<file path="src/rtl/fan_pkg.sv">
package fan_pkg;
   localparam int unsigned REG_DW  = 32;
   localparam int unsigned ADDR_W  = 8;
   localparam int unsigned NUM_EVT = 4;

   // event bit positions inside the pending, mask and source registers
   localparam int unsigned EV_DUTY_DONE = 0;
   localparam int unsigned EV_TACH_BAD  = 1;
   localparam int unsigned EV_HOT_REQ   = 2;
   localparam int unsigned EV_MEAS      = 3;

   localparam logic [ADDR_W-1:0] A_IRQ_MASK  = 8'h40;
   localparam logic [ADDR_W-1:0] A_IRQ_PEND  = 8'h44;
   localparam logic [ADDR_W-1:0] A_IRQ_SRC   = 8'h48;
   localparam logic [ADDR_W-1:0] A_CORE_RUN  = 8'h80;
   localparam logic [ADDR_W-1:0] A_WIDTH     = 8'h84;
   localparam logic [ADDR_W-1:0] A_TACH_EXP  = 8'h88;
   localparam logic [ADDR_W-1:0] A_TACH_TOL  = 8'h8C;
   localparam logic [ADDR_W-1:0] A_PERIOD    = 8'hC0;
   localparam logic [ADDR_W-1:0] A_TACH_MEAS = 8'hC4;
   localparam logic [ADDR_W-1:0] A_TEMP      = 8'hC8;

   typedef logic [NUM_EVT-1:0] evt_vec_t;
endpackage

</file>
<file path="src/rtl/fan_pwm_gen.sv">
module fan_pwm_gen #(
   parameter int unsigned PERIOD  = 1000,
   parameter int unsigned CNT_W   = 10,
   parameter int unsigned WIDTH_W = 16
) (
   input  logic               clk,
   input  logic               rst_n,
   input  logic               run,
   input  logic [WIDTH_W-1:0] width,
   output logic               pwm_out
);
   localparam logic [CNT_W-1:0] CNT_LAST = CNT_W'(PERIOD - 1);

   logic [CNT_W-1:0] phase_q;
   logic             pwm_q;

   always_ff @(posedge clk or negedge rst_n) begin
      if (!rst_n) begin
         phase_q <= '0;
         pwm_q   <= 1'b0;
      end else if (!run) begin
         phase_q <= '0;
         pwm_q   <= 1'b0;
      end else begin
         phase_q <= (phase_q == CNT_LAST) ? '0 : phase_q + 1'b1;
         pwm_q   <= WIDTH_W'(phase_q) < width;
      end
   end

   assign pwm_out = pwm_q;


   idle_low_chk: assert property (@(posedge clk) disable iff (!rst_n)
      !run |=> !pwm_out);

   full_duty_chk: assert property (@(posedge clk) disable iff (!rst_n)
      $past(run) && ($past(width) >= WIDTH_W'(PERIOD)) |-> pwm_out);

   zero_duty_chk: assert property (@(posedge clk) disable iff (!rst_n)
      $past(width) == '0 |-> !pwm_out);
endmodule

</file>
<file path="src/rtl/fan_tach_mon.sv">
module fan_tach_mon #(
   parameter int unsigned SYNC_STAGES = 2,
   parameter int unsigned TIMEOUT     = 1000,
   parameter int unsigned CNT_W       = 10
) (
   input  logic             clk,
   input  logic             rst_n,
   input  logic             run,
   input  logic             tach_in,
   input  logic             quiet,
   input  logic [CNT_W-1:0] exp_period,
   input  logic [CNT_W-1:0] tolerance,
   output logic [CNT_W-1:0] meas,
   output logic             meas_evt,
   output logic             err_evt
);
   localparam logic [CNT_W-1:0] GAP_LAST = CNT_W'(TIMEOUT - 1);

   logic tach_s;

   if (SYNC_STAGES > 1) begin : g_chain
      logic [SYNC_STAGES-1:0] chain_q;
      always_ff @(posedge clk or negedge rst_n) begin
         if (!rst_n) chain_q <= '0;
         else        chain_q <= {chain_q[SYNC_STAGES-2:0], tach_in};
      end
      assign tach_s = chain_q[SYNC_STAGES-1];
   end else begin : g_single
      logic one_q;
      always_ff @(posedge clk or negedge rst_n) begin
         if (!rst_n) one_q <= 1'b0;
         else        one_q <= tach_in;
      end
      assign tach_s = one_q;
   end

   logic             prev_q;
   logic             rise;
   logic [CNT_W-1:0] gap_q;
   logic [CNT_W-1:0] meas_q;
   logic             armed_q;
   logic             meas_evt_q;
   logic             err_evt_q;
   logic [CNT_W:0]   span;
   logic [CNT_W:0]   upper;
   logic             outside;

   always_comb begin
      rise    = tach_s & ~prev_q;
      span    = {1'b0, gap_q} + 1'b1;
      upper   = {1'b0, exp_period} + {1'b0, tolerance};
      outside = (span > upper) || ((span + {1'b0, tolerance}) < {1'b0, exp_period});
   end

   always_ff @(posedge clk or negedge rst_n) begin
      if (!rst_n) begin
         prev_q     <= 1'b0;
         gap_q      <= '0;
         meas_q     <= '0;
         armed_q    <= 1'b0;
         meas_evt_q <= 1'b0;
         err_evt_q  <= 1'b0;
      end else if (!run) begin
         prev_q     <= tach_s;
         gap_q      <= '0;
         meas_q     <= '0;
         armed_q    <= 1'b0;
         meas_evt_q <= 1'b0;
         err_evt_q  <= 1'b0;
      end else begin
         prev_q     <= tach_s;
         meas_evt_q <= 1'b0;
         err_evt_q  <= 1'b0;
         if (rise) begin
            gap_q   <= '0;
            armed_q <= 1'b1;
            if (armed_q) begin
               meas_q     <= span[CNT_W-1:0];
               meas_evt_q <= 1'b1;
               err_evt_q  <= !quiet && (exp_period != '0) && outside;
            end
         end else if (gap_q == GAP_LAST) begin
            gap_q     <= '0;
            armed_q   <= 1'b0;
            meas_q    <= '0;
            err_evt_q <= !quiet;
         end else begin
            gap_q <= gap_q + 1'b1;
         end
      end
   end

   assign meas     = meas_q;
   assign meas_evt = meas_evt_q;
   assign err_evt  = err_evt_q;


   quiet_no_err_chk: assert property (@(posedge clk) disable iff (!rst_n)
      quiet |=> !err_evt);

   meas_nonzero_chk: assert property (@(posedge clk) disable iff (!rst_n)
      meas_evt |-> meas != '0);

   gap_bound_chk: assert property (@(posedge clk) disable iff (!rst_n)
      gap_q < CNT_W'(TIMEOUT));
endmodule

</file>
<file path="src/rtl/fan_duty_ctrl.sv">
module fan_duty_ctrl #(
   parameter int unsigned PERIOD   = 1000,
   parameter int unsigned WIDTH_W  = 16,
   parameter int unsigned TEMP_W   = 12,
   parameter int unsigned TEMP_HOT = 2600,
   parameter int unsigned SETTLE   = 1000
) (
   input  logic               clk,
   input  logic               rst_n,
   input  logic               run,
   input  logic               sw_we,
   input  logic [WIDTH_W-1:0] sw_width,
   input  logic [TEMP_W-1:0]  temp_raw,
   output logic [WIDTH_W-1:0] width,
   output logic               settling,
   output logic               done_evt,
   output logic               hot_evt
);
   localparam int unsigned SET_W = $clog2(SETTLE + 1);

   logic [WIDTH_W-1:0] width_q;
   logic [SET_W-1:0]   settle_q;
   logic               hot_q;
   logic               done_q;
   logic               hot_evt_q;
   logic               hot_now;
   logic               hot_rise;
   logic               trig;

   always_comb begin
      hot_now  = temp_raw >= TEMP_W'(TEMP_HOT);
      hot_rise = run && hot_now && !hot_q;
      trig     = hot_rise || (run && sw_we);
   end

   always_ff @(posedge clk or negedge rst_n) begin
      if (!rst_n) begin
         width_q <= '0;
      end else if (hot_rise) begin
         width_q <= WIDTH_W'(PERIOD);
      end else if (sw_we) begin
         width_q <= sw_width;
      end
   end

   always_ff @(posedge clk or negedge rst_n) begin
      if (!rst_n) begin
         settle_q  <= '0;
         hot_q     <= 1'b0;
         done_q    <= 1'b0;
         hot_evt_q <= 1'b0;
      end else if (!run) begin
         settle_q  <= '0;
         hot_q     <= 1'b0;
         done_q    <= 1'b0;
         hot_evt_q <= 1'b0;
      end else begin
         hot_q     <= hot_now;
         hot_evt_q <= hot_rise;
         done_q    <= (settle_q == SET_W'(1)) && !trig;
         if (trig)                settle_q <= SET_W'(SETTLE);
         else if (settle_q != '0) settle_q <= settle_q - 1'b1;
      end
   end

   assign width    = width_q;
   assign settling = settle_q != '0;
   assign done_evt = done_q;
   assign hot_evt  = hot_evt_q;


   hot_full_chk: assert property (@(posedge clk) disable iff (!rst_n)
      hot_evt |-> width == WIDTH_W'(PERIOD));

   done_closed_chk: assert property (@(posedge clk) disable iff (!rst_n)
      done_evt |-> !settling);

   settle_open_chk: assert property (@(posedge clk) disable iff (!rst_n)
      run && sw_we |=> settling);
endmodule

</file>
<file path="src/rtl/fan_irq_ctrl.sv">
module fan_irq_ctrl
   import fan_pkg::*;
(
   input  logic     clk,
   input  logic     rst_n,
   input  evt_vec_t evt,
   input  logic     mask_we,
   input  evt_vec_t mask_wdata,
   input  logic     clr_we,
   input  evt_vec_t clr_bits,
   output evt_vec_t mask,
   output evt_vec_t pend,
   output logic     irq
);
   evt_vec_t mask_q;
   evt_vec_t pend_q;
   evt_vec_t clr_eff;

   assign clr_eff = clr_we ? clr_bits : '0;

   always_ff @(posedge clk or negedge rst_n) begin
      if (!rst_n) begin
         mask_q <= '1;
         pend_q <= '0;
      end else begin
         if (mask_we) mask_q <= mask_wdata;
         pend_q <= (pend_q & ~clr_eff) | evt;
      end
   end

   assign mask = mask_q;
   assign pend = pend_q;
   assign irq  = |(pend_q & ~mask_q);


   pend_hold_chk: assert property (@(posedge clk) disable iff (!rst_n)
      !clr_we && (evt == '0) |=> $stable(pend));

   w1c_chk: assert property (@(posedge clk) disable iff (!rst_n)
      clr_we && (evt == '0) |=> (pend & $past(clr_bits)) == '0);

   set_wins_chk: assert property (@(posedge clk) disable iff (!rst_n)
      evt != '0 |=> (pend & $past(evt)) == $past(evt));
endmodule

</file>
<file path="src/rtl/fan_supervisor.sv">
module fan_supervisor
   import fan_pkg::*;
#(
   parameter int unsigned PWM_PERIOD    = 1000,
   parameter int unsigned WIDTH_W       = 16,
   parameter int unsigned TACH_TIMEOUT  = 1000000,
   parameter int unsigned SETTLE_CYCLES = 500000000,
   parameter int unsigned TEMP_W        = 12,
   parameter int unsigned TEMP_HOT      = 2600,
   parameter int unsigned SYNC_STAGES   = 2
) (
   input  logic              clk,
   input  logic              rst_n,
   input  logic              reg_we,
   input  logic [7:0]        reg_addr,
   input  logic [31:0]       reg_wdata,
   output logic [31:0]       reg_rdata,
   input  logic [TEMP_W-1:0] temp_raw,
   input  logic              tach_in,
   output logic              pwm_out,
   output logic              irq
);
   localparam int unsigned PCNT_W = (PWM_PERIOD > 2) ? $clog2(PWM_PERIOD) : 1;
   localparam int unsigned TCNT_W = $clog2(TACH_TIMEOUT + 1);

   initial begin : param_chk
      assert (PWM_PERIOD >= 2) else $error("PWM_PERIOD too small");
      assert (WIDTH_W > PCNT_W && WIDTH_W <= REG_DW) else $error("WIDTH_W out of range");
      assert (TACH_TIMEOUT >= 4 && TCNT_W <= REG_DW) else $error("TACH_TIMEOUT out of range");
      assert (SETTLE_CYCLES >= 2) else $error("SETTLE_CYCLES too small");
      assert (SYNC_STAGES >= 1) else $error("SYNC_STAGES too small");
      assert (TEMP_W <= REG_DW && TEMP_HOT < (64'd1 << TEMP_W)) else $error("TEMP range");
   end

   logic              run_q;
   logic [TCNT_W-1:0] exp_q;
   logic [TCNT_W-1:0] tol_q;
   logic              unused_wdata;

   logic               sw_we;
   logic [WIDTH_W-1:0] width;
   logic               settling;
   logic               done_evt;
   logic               hot_evt;
   logic [TCNT_W-1:0]  meas;
   logic               meas_evt;
   logic               err_evt;
   evt_vec_t           evt;
   evt_vec_t           mask;
   evt_vec_t           pend;
   logic               mask_we;
   logic               clr_we;

   assign unused_wdata = ^reg_wdata;
   assign sw_we   = reg_we && (reg_addr == A_WIDTH);
   assign mask_we = reg_we && (reg_addr == A_IRQ_MASK);
   assign clr_we  = reg_we && (reg_addr == A_IRQ_PEND);

   always_ff @(posedge clk or negedge rst_n) begin
      if (!rst_n) begin
         run_q <= 1'b0;
         exp_q <= '0;
         tol_q <= '0;
      end else if (reg_we) begin
         case (reg_addr)
            A_CORE_RUN: run_q <= reg_wdata[0];
            A_TACH_EXP: exp_q <= reg_wdata[TCNT_W-1:0];
            A_TACH_TOL: tol_q <= reg_wdata[TCNT_W-1:0];
            default: ;
         endcase
      end
   end

   fan_duty_ctrl #(
      .PERIOD  (PWM_PERIOD),
      .WIDTH_W (WIDTH_W),
      .TEMP_W  (TEMP_W),
      .TEMP_HOT(TEMP_HOT),
      .SETTLE  (SETTLE_CYCLES)
   ) i_duty (
      .clk     (clk),
      .rst_n   (rst_n),
      .run     (run_q),
      .sw_we   (sw_we),
      .sw_width(reg_wdata[WIDTH_W-1:0]),
      .temp_raw(temp_raw),
      .width   (width),
      .settling(settling),
      .done_evt(done_evt),
      .hot_evt (hot_evt)
   );

   fan_pwm_gen #(
      .PERIOD (PWM_PERIOD),
      .CNT_W  (PCNT_W),
      .WIDTH_W(WIDTH_W)
   ) i_pwm (
      .clk    (clk),
      .rst_n  (rst_n),
      .run    (run_q),
      .width  (width),
      .pwm_out(pwm_out)
   );

   fan_tach_mon #(
      .SYNC_STAGES(SYNC_STAGES),
      .TIMEOUT    (TACH_TIMEOUT),
      .CNT_W      (TCNT_W)
   ) i_tach (
      .clk       (clk),
      .rst_n     (rst_n),
      .run       (run_q),
      .tach_in   (tach_in),
      .quiet     (settling),
      .exp_period(exp_q),
      .tolerance (tol_q),
      .meas      (meas),
      .meas_evt  (meas_evt),
      .err_evt   (err_evt)
   );

   always_comb begin
      evt               = '0;
      evt[EV_DUTY_DONE] = done_evt;
      evt[EV_TACH_BAD]  = err_evt;
      evt[EV_HOT_REQ]   = hot_evt;
      evt[EV_MEAS]      = meas_evt;
   end

   fan_irq_ctrl i_irq (
      .clk       (clk),
      .rst_n     (rst_n),
      .evt       (evt),
      .mask_we   (mask_we),
      .mask_wdata(reg_wdata[NUM_EVT-1:0]),
      .clr_we    (clr_we),
      .clr_bits  (reg_wdata[NUM_EVT-1:0]),
      .mask      (mask),
      .pend      (pend),
      .irq       (irq)
   );

   always_comb begin
      case (reg_addr)
         A_IRQ_MASK:  reg_rdata = REG_DW'(mask);
         A_IRQ_PEND:  reg_rdata = REG_DW'(pend);
         A_IRQ_SRC:   reg_rdata = REG_DW'(pend & ~mask);
         A_CORE_RUN:  reg_rdata = REG_DW'(run_q);
         A_WIDTH:     reg_rdata = REG_DW'(width);
         A_TACH_EXP:  reg_rdata = REG_DW'(exp_q);
         A_TACH_TOL:  reg_rdata = REG_DW'(tol_q);
         A_PERIOD:    reg_rdata = REG_DW'(PWM_PERIOD);
         A_TACH_MEAS: reg_rdata = REG_DW'(meas);
         A_TEMP:      reg_rdata = REG_DW'(temp_raw);
         default:     reg_rdata = '0;
      endcase
   end
endmodule

</file>
<file path="config.mk">
export PLATFORM = sky130hd
export DESIGN_NAME = fan_supervisor
export DESIGN_NICKNAME = d
export VERILOG_FILES = /design/src/rtl/fan_pkg.sv /design/src/rtl/fan_pwm_gen.sv /design/src/rtl/fan_tach_mon.sv /design/src/rtl/fan_duty_ctrl.sv /design/src/rtl/fan_irq_ctrl.sv /design/src/rtl/fan_supervisor.sv
export SDC_FILE = /design/constraint.sdc
export NUM_CORES = 1
export LEC_CHECK = 0
export ABC_AREA = 1
export BUFFER_PORTS_ARGS = -buffer_cell sky130_fd_sc_hd__buf_2
export CORE_MARGIN = 1.5
export CORE_UTILIZATION = 57
export CTS_CLUSTER_SIZE = 20
export DETAILED_ROUTE_END_ITERATION = 16
export GPL_TIMING_DRIVEN = 0
export PLACE_DENSITY = 0.8
export SYNTH_ARGS = -nofsm -noshare
export SYNTH_HDL_FRONTEND = slang
export SYNTH_HIERARCHICAL = 1
export SYNTH_SLANG_ARGS = --single-unit
export TNS_END_PERCENT = 50
</file>
<file path="constraint.sdc">
create_clock -name clk -period 4.3 [get_ports clk]
set_input_delay 0.215 -clock clk [delete_from_list [all_inputs] [get_ports clk]]
set_output_delay 0.215 -clock clk [all_outputs]
set_load 0.03 [all_outputs]
</file>
==> impl_results.md, run 1 <==
* Hold Crit Depth at 3
* CTS buffer count at 17
* Least-Margin Pin Slew at 0.7864 ns
* Final-report max-slew violation count at 0
* First-pass GRT wire length at 51980 um
* Average size of a mapped cell at 7.364 um2
* IO Pins at 90
* DR pass1 iterations at 6
* Hold Path Class: in2reg
* Leakage Power at 7.347 nW
* Post-synthesis sequential area ratio at 32.29%
* DRT iter0 DRCs at 819
* GRT overflow at 0
* DP Worst Slack at -0.2643 ns
* Max clock buf depth at 2
* Routed WL at 32920 um
* Worst skew pair latency at 0.44 ns
* Reg2Reg Setup Slack at 0.10 ns
* Hold Path Origin: reg_wdata[2]
* Fillers at 1670
* Worst flop-to-flop path startpoint: i_tach/gap_q[0]
* Pwr dens at 299.9 nW/um2
* Clk pin slew, worst setup/hold paths at 0.07 ns
* Vias per cell at 5.479
* Vias in the first global route at 10577
* Fin. Hold Viols at 0
* Post-Syn Instances at 1623
* Root buffer cell: clkbuf_16
* Relative slew slack at 47.58%
* Rows at 52
* Initial Util at 58.50%
* Area grow syn2layout at 14.33%
* EDFF count, synth at 0
* Final setup vio count at 0
* Number of cells on the worst reg-to-reg path at 26
* Largest net degree at the start of global routing at 84
* Die W at 147.8 um
* CP required at 4.66 ns
* Routed len/inst at 16.35 um
* Total placed cells including tap cells at 1970
* Worst setup path start: i_tach/gap_q[0]
* GR Util All Layers at 30.19%
* Worst hold endpoint: i_irq/mask[2]
* Status: complete, no violations
* Yosys reg bits at 154
* PortBufs at 65
* Overall Power at 4.099 mW
* DP HPWL at 25350 um
* Final setup margin at 0.1035 ns
* Startpoint types: register
* Mapped cell area at 11950 um2
* CP Class: reg2reg
* Distinct cell type count after synthesis at 63
* Placed Area at 12690 um2
* Worst VDD drop at 0.2958 mV
* Top FF cell, synth: dfrtp_1
* CTS Sinks at 154
* Diode count at 0
* Crit path time final at 4.196 ns
* Worst Setup End Kind: register
* TritonCTS clock tree: yes
* Fmax at 0.2383 GHz
* Final Instance Area at 13660 um2
* Max-cap violation count at 0
* Data arrival, critical path at 4.55 ns
* H-tree Lvls at 4
* Placer Congestion at 0.9772
* Fraction of registers with async set/reset at 100.0%
* Reg2reg end: i_tach/err_evt
* Setup TNS at 0 ns
* DR DRC count at 0
* Routed vias at 11030
* Post-Route Utilization at 66.89%
* Die area at 21840 um2
* Net count, final at 1885
* Hold slack at 0.02913 ns
* Die Ht at 147.8 um
* Largest fanout on the critical path at 6
* Share of layout cells above drive strength 1 at 19.16%
* Core Area at 20430 um2
* Yosys warning total at 6
* Post-route antenna net violation count at 0
* Worst Skew at 0.01212 ns
* Antenna violations before repair at 0
* Post-Layout Cell Count at 2013
* Final Cycle Share at 97.59%
[critical path, stage by stage, from the launching register on]
cell and delay (ns):
dfrtp_2 0.37, buf_4 0.15, nand4_2 0.12, nor2_2 0.15
nand2_2 0.09, nor2_4 0.12, nand3_4 0.14, nor2_4 0.12
nand3_1 0.11, xor2_2 0.24, inv_1 0.12, ha_2 0.40
nand2_1 0.17, nor4_4 0.34, nand4_1 0.16, nand3_1 0.20
xor2_1 0.21, ha_1 0.26, nand2_1 0.06, inv_1 0.03
nand2_1 0.05, nand2_1 0.06, nand2_1 0.08, nand2_2 0.07
nand2_1 0.08, nand2_1 0.07, a21oi_2 0.16
[layout make-up]
type	instances	area [um2]	area share, %
clock inverter	15	172.7	1.264
clock buffer	17	425.4	3.113
tap	270	337.8	2.472
multi-input combinational	1196	7151	52.33
buffer	48	376.6	2.756
inverter	236	894.6	6.547
sequential	154	3860	28.25
timing repair buffer	77	446.7	3.269
[layout by cell type (no fill, tap or decap), types with 5 or more instances in the layout]
| cell | count |
|---|---|
| inv_2 | 8 |
| nand3_1 | 94 |
| o21ai_2 | 47 |
| o21ai_0 | 29 |
| inv_8 | 5 |
| nor2_1 | 170 |
| dfrtp_1 | 149 |
| clkbuf_16 | 17 |
| nand2_4 | 8 |
| nor4_1 | 9 |
| nand4_1 | 27 |
| buf_2 | 73 |
| buf_6 | 13 |
| inv_1 | 224 |
| nor3_1 | 15 |
| o22ai_1 | 18 |
| nor2_4 | 11 |
| nor2_2 | 31 |
| conb_1 | 12 |
| a21oi_1 | 58 |
| xnor2_1 | 21 |
| nand2_1 | 404 |
| ha_4 | 5 |
| buf_4 | 27 |
| nand2_2 | 22 |
| a21o_1 | 10 |
| ha_1 | 90 |
| nor3_2 | 5 |
| xor2_2 | 5 |
| xor2_1 | 38 |
| a21oi_2 | 6 |
| clkbuf_1 | 7 |
[where the power goes]
group / switching (mW) / internal (mW) / total, mW
Clock: 0.735 / 0.785 / 1.52
Sequential: 0.0848 / 1.52 / 1.60
Combinational: 0.619 / 0.357 / 0.976
[cells in the mapped netlist (10+ instances only)]
| cell | count | area [um2] |
|---|---|---|
| o21ai_2 | 43 | 376.6 |
| dfrtp_1 | 150 | 3754 |
| nor3_1 | 17 | 85.08 |
| ha_1 | 97 | 1214 |
| xor2_1 | 44 | 385.4 |
| a21o_1 | 10 | 75.07 |
| nand4_1 | 27 | 168.9 |
| o21ai_0 | 35 | 175.2 |
| nor2_2 | 31 | 193.9 |
| inv_1 | 226 | 848.3 |
| buf_6 | 12 | 135.1 |
| buf_4 | 18 | 135.1 |
| nand2_2 | 15 | 93.84 |
| a21oi_1 | 63 | 315.3 |
| nor2_1 | 173 | 649.4 |
| nand3_1 | 95 | 475.5 |
| nor4_1 | 10 | 62.56 |
| o22ai_1 | 18 | 112.6 |
| xnor2_1 | 21 | 183.9 |
| nand2_1 | 411 | 1543 |
[layer usage]
layer / part of all wire [%] / vias to the layer above / routed length, um / GRT usage (%)
met5: 0 / - / 0 / 0
met3: 5.8 / 62 / 1921 / 4.506
met4: 2.4 / 0 / 794 / 11.00
met1: 42 / 5197 / 13940 / 38.65
li1: - / 5389 / - / -
met2: 49 / 382 / 16260 / 51.73
[how the worst max path moves through the flow]
stage | end | cells past startpoint
after floorplan | i_tach/err_evt | 31
after detailed placement | i_tach/err_evt | 31
final | i_tach/err_evt | 26
after global placement | i_tach/err_evt | 31
after global routing | i_tach/err_evt | 31
after CTS | i_tach/err_evt | 29
[cells by family after synthesis]
group / share of synthesized area, %
AOI/OAI and AO/OA: 10.76
xor gates and xnor gates: 4.900
adders and majority gates: 10.49
buffers and inverters: 10.62
DFF: 32.29
other: 0.03138
and+or+nand+nor: 30.92
[state kept, by name, summed over array words and instances, names as in the netlist, 4 cells and up]
register / count
exp_q: 20
i_duty/settle_q: 29
i_duty/width: 16
i_irq/mask: 4
i_irq/pend: 4
i_pwm/phase_q: 10
i_tach/gap_q: 20
i_tach/meas: 20
tol_q: 20
[repair_timing]
action | in CTS | in global routing
setup buffers | 1 | 8
endpoints found under the hold margin | 79 | 0
pin swaps | 1 | 10
resized for setup | 7 | 52
setup endpoints to repair | 1 | 1
hold buffers | 2 | 0
(Power assumes the default switching activity.)
==> run 2: changes to the inputs <==
--- a/config.mk
+++ b/config.mk
@@ -12,9 +12,8 @@
 export CTS_CLUSTER_SIZE = 20
 export DETAILED_ROUTE_END_ITERATION = 16
 export GPL_TIMING_DRIVEN = 0
-export PLACE_DENSITY = 0.8
+export PLACE_DENSITY = 0.81
 export SYNTH_ARGS = -nofsm -noshare
 export SYNTH_HDL_FRONTEND = slang
-export SYNTH_HIERARCHICAL = 1
 export SYNTH_SLANG_ARGS = --single-unit
 export TNS_END_PERCENT = 50
==> impl_results.md, run 2 <==
* Yosys top cell area share at 34.56% (+3.2 points)
* CTS buffer count at 17 (unchanged)
* Synth Area in Adders at 11.43% (+0.94 points)
* Post-synthesis mux area share at 0% (unchanged)
* Max FFs per register at 29 (unchanged)
* Top reg by flops: i_duty.settle_q
* Fin. Hold Viols at 0 (unchanged)
* Diode count at 0 (unchanged)
* Leakage Power at 6.353 nW (-14%)
* Fraction of registers with async set/reset at 100.0% (unchanged)
* Worst Skew at 0.01556 ns (+0.003440 ns)
* Placer Congestion at 1.014 (+3.8%)
* Fmax at 0.2371 GHz (-0.51%)
* DP HPWL at 23540 um (-7.1%)
* Relative slew slack at 20.83% (-27 points)
* H-tree Lvls at 4 (unchanged)
* Rows at 50 (-3.8%)
* Post-Syn Instances at 1396 (-14%)
* PortBufs at 65 (unchanged)
* Initial Util at 58.07% (-0.43 points)
* Placed Area at 11550 um2 (-8.9%)
* CP required at 4.65 ns (about the same)
* Hold Crit Depth at 3 (unchanged)
* First-pass GRT wire length at 48700 um (-6.3%)
* Yosys warning total at 0 (-6)
* Commonest non-fill, non-tap cell in the layout: nand2_1
* Sw power at 1.653 mW (+15%)
* Clk pin slew, worst setup/hold paths at 0.08 ns (about the same)
* Final-report max-slew violation count at 0 (unchanged)
* Average size of a mapped cell at 7.781 um2 (+5.7%)
* Number of cells on the worst reg-to-reg path at 27 (+3.8%)
* Switching share of power at 36.82% (+1.7 points)
* Largest delay share family, worst path: simple AND/OR/NAND/NOR gates
* Startpoint types: register
* Reg2reg end: i_tach.err_evt
* Reg2Reg Setup Slack at 0.08 ns (-0.02 ns)
* Die W at 141.0 um (-4.6%)
* Crit path time final at 4.218 ns (+0.02154 ns)
* Worst VDD drop at 0.5330 mV (+80%)
* Hold Path Origin: reg_wdata[15]
* Clock power share at 33.8% (-3.3 points)
* Root buffer cell: clkbuf_16
* Post-synthesis sequential area ratio at 35.53% (+3.2 points)
* IO Pins at 90 (unchanged)
* Antenna violations before repair at 0 (unchanged)
* Count leader, synth: nand2_1
* Most frequent cells in the layout: nand2_1 (222), inv_1 (206), dfrtp_1 (150), nor2_1 (133), a21oi_1 (94)
* Largest family of logic cells by synthesized area: simple AND/OR/NAND/NOR gates
* Least-Margin Pin Slew at 1.172 ns (+0.3859 ns)
* Worst skew pair latency at 0.45 ns (about the same)
* Main area contributors after synthesis: dfrtp_1 (35%), ha_1 (11%), nand2_1 (7.9%), inv_1 (7.3%), nor2_1 (4.8%)
* Yosys reg bits at 154 (unchanged)
* Largest net degree at the start of global routing at 104 (+24%)
* Top cells by count, synth: nand2_1 (230), inv_1 (210), dfrtp_1 (150)
* Overall Power at 4.488 mW (+9.5%)
* CTS Sinks at 154 (unchanged)
* Top FF cell, synth: dfrtp_1
* Synth Area in XOR/XNOR at 5.149% (+0.25 points)
* DR pass1 iterations at 5 (-1)
* Comb pwr share at 30.1% (+6.3 points)
* Routed WL at 30560 um (-7.2%)
* GRT overflow at 0 (unchanged)
* Worst hold endpoint: i_duty.width[15]
* Routed len/inst at 17.45 um (+6.7%)
* CP Class: reg2reg
* Final Instance Area at 12500 um2 (-8.6%)
* Die area at 19890 um2 (-8.9%)
* Vias in the first global route at 9559 (-9.6%)
* Largest fanout on the critical path at 3 (-3)
* Final setup vio count at 0 (unchanged)
* DR DRC count at 0 (unchanged)
* Die Ht at 141.0 um (-4.6%)
* Data arrival, critical path at 4.57 ns (+0.02 ns)
* TritonCTS clock tree: yes
* Final Cycle Share at 98.09% (+0.50 points)
* Cell taking the most area after synthesis: dfrtp_1
* CP peak stage delay at 0.42 ns (+0.02 ns)
* Post-Synth Simple-Gate Area at 22.31% (-8.6 points)
* Share of power burned in registers at 36.1% (-3.0 points)
* DP Worst Slack at -0.3948 ns (-0.1304 ns)
* Most used cell, CP: nand2_1
* Core Area at 18710 um2 (-8.4%)
* EDFF count, synth at 0 (unchanged)
* Worst Path Buf+Inv at 2 (-1)
* DRT iter0 DRCs at 899 (+9.8%)
* Max clock buf depth at 2 (unchanged)
* Area grow syn2layout at 15.04%
* Net count, final at 1658 (-12%)
* Share of layout cells above drive strength 1 at 15.49% (-3.7 points)
* GR Util All Layers at 31.74% (+1.6 points)
* Max-cap violation count at 0 (unchanged)
* Int Power at 2.836 mW (+6.6%)
* Final setup margin at 0.08200 ns (-0.02154 ns)
* Worst Setup End Kind: register
* Worst flop-to-flop path startpoint: i_tach.gap_q[2]
* Post-route antenna net violation count at 0 (unchanged)
* Fillers at 1551 (-7.1%)
* Slowest library cell on the worst path: dfrtp_1
* Status: complete, no violations
* Distinct cell type count after synthesis at 59 (-6.3%)
* Post-synthesis compound-gate area fraction at 15.92% (+5.2 points)
* Hold Path Class: in2reg
* Vias per cell at 5.741 (+4.8%)
* Pwr dens at 359.2 nW/um2 (+20%)
* Mapped cell area at 10860 um2 (-9.1%)
* Routed vias at 10053 (-8.9%)
* Hold slack at 0.008868 ns (-0.02026 ns)
run 2: cell types whose count changed after synthesis, sizes merged, moves of 8 or more:
cell / before / now
nor3: 20 / 34
a21oi: 65 / 99
xor2: 45 / 37
a221oi: 1 / 9
a31oi: 6 / 16
nand2: 434 / 236
o211ai: 3 / 11
inv: 235 / 217
nand3: 100 / 42
buf: 41 / 24
nor2: 213 / 157
o21ai: 79 / 102
run 2: stage by stage:
stage	TNS [ns]	utilization (%)	instances
floorplan	0	-	1407
global placement	-0.3357	61.59	1706
detailed placement	-0.3948	61.77	1707
CTS	0	65.47	1745
global route	-0.1120	66.80	1751
finish	0	66.80	1751
run 2: worst max-delay path by stage:
stage	endpoint	from	depth (start not counted)
final	i_tach.err_evt	i_tach.gap_q[2]	27
after global routing	i_tach.err_evt	i_tach.gap_q[0]	28
after CTS	i_tach.err_evt	i_tach.gap_q[0]	28
after detailed placement	i_tach.err_evt	i_tach.gap_q[0]	28
after global placement	i_tach.err_evt	i_tach.gap_q[0]	30
after floorplan	i_tach.err_evt	i_tach.gap_q[0]	28
run 2: cell families (layout without fill, tap and decap cells):
kind of cell             count (synthesis)  after routing
AND/OR/NAND/NOR                        525            525
AO/OA/AOI/OAI                          300            300
buffers and inverters                  255            365
flip-flops                             154            154
adder cells (fa/ha/maj)                 98             98
XOR/XNOR                                63             63
other                                    1             12
run 2: power groups by stage:
stage,registers (mW),logic [mW],clock network (mW)
after global routing,1.63,1.52,1.58
after global placement,1.64,1.26,0
after CTS,1.61,1.32,1.52
after floorplan,1.62,0.989,0
after detailed placement,1.64,1.31,0
final,1.62,1.35,1.52
run 2: per-layer routing:
metal	track usage (%)	up-vias	share of wire, %	routed length [um]
li1	-	4843	-	-
met3	5.129	78	6.2	1899
met5	0	-	0	0
met2	52.97	356	48	14570
met4	12.45	0	3.9	1192
met1	41.54	4776	42	12900
run 2: what timing repair did:
action / CTS / global route
setup buffers: 1 / 6
pin swaps: 2 / 28
hold buffers: 5 / 0
endpoints found under the setup margin: 1 / 1
hold endpoints to repair: 53 / 0
resized for setup: 14 / 42
run 2: worst register-to-register path, cell delays in order (launching register included):
cell      delay (ns)
dfrtp_1         0.42
nand2_2         0.09
nor2_4          0.13
nand2_2         0.08
nor2_4          0.16
inv_2           0.07
nor3_4          0.27
xor2_2          0.26
inv_2           0.12
ha_4            0.29
nand2_1         0.07
nor2_2          0.14
nand3_1         0.11
nand3_2         0.15
a21boi_2        0.09
o21bai_1        0.20
xor2_1          0.20
ha_1            0.29
a21oi_2         0.16
o31a_1          0.15
nand2_1         0.05
nand2_1         0.05
nand2_1         0.06
nand2_1         0.07
nand2_2         0.07
nand2_2         0.08
nand2_1         0.06
a21oi_2         0.23
run 2: area by class of cell:
type	instances	area, um2	area share, %
multi-input cells	998	6262	50.12
flip-flops and latches	154	3859	30.88
inverters	217	817.0	6.539
repair buffers	78	461.7	3.695
clock buffers	19	452.9	3.625
well taps	234	292.8	2.343
plain buffers	38	229.0	1.832
clock inverters	13	121.4	0.9713
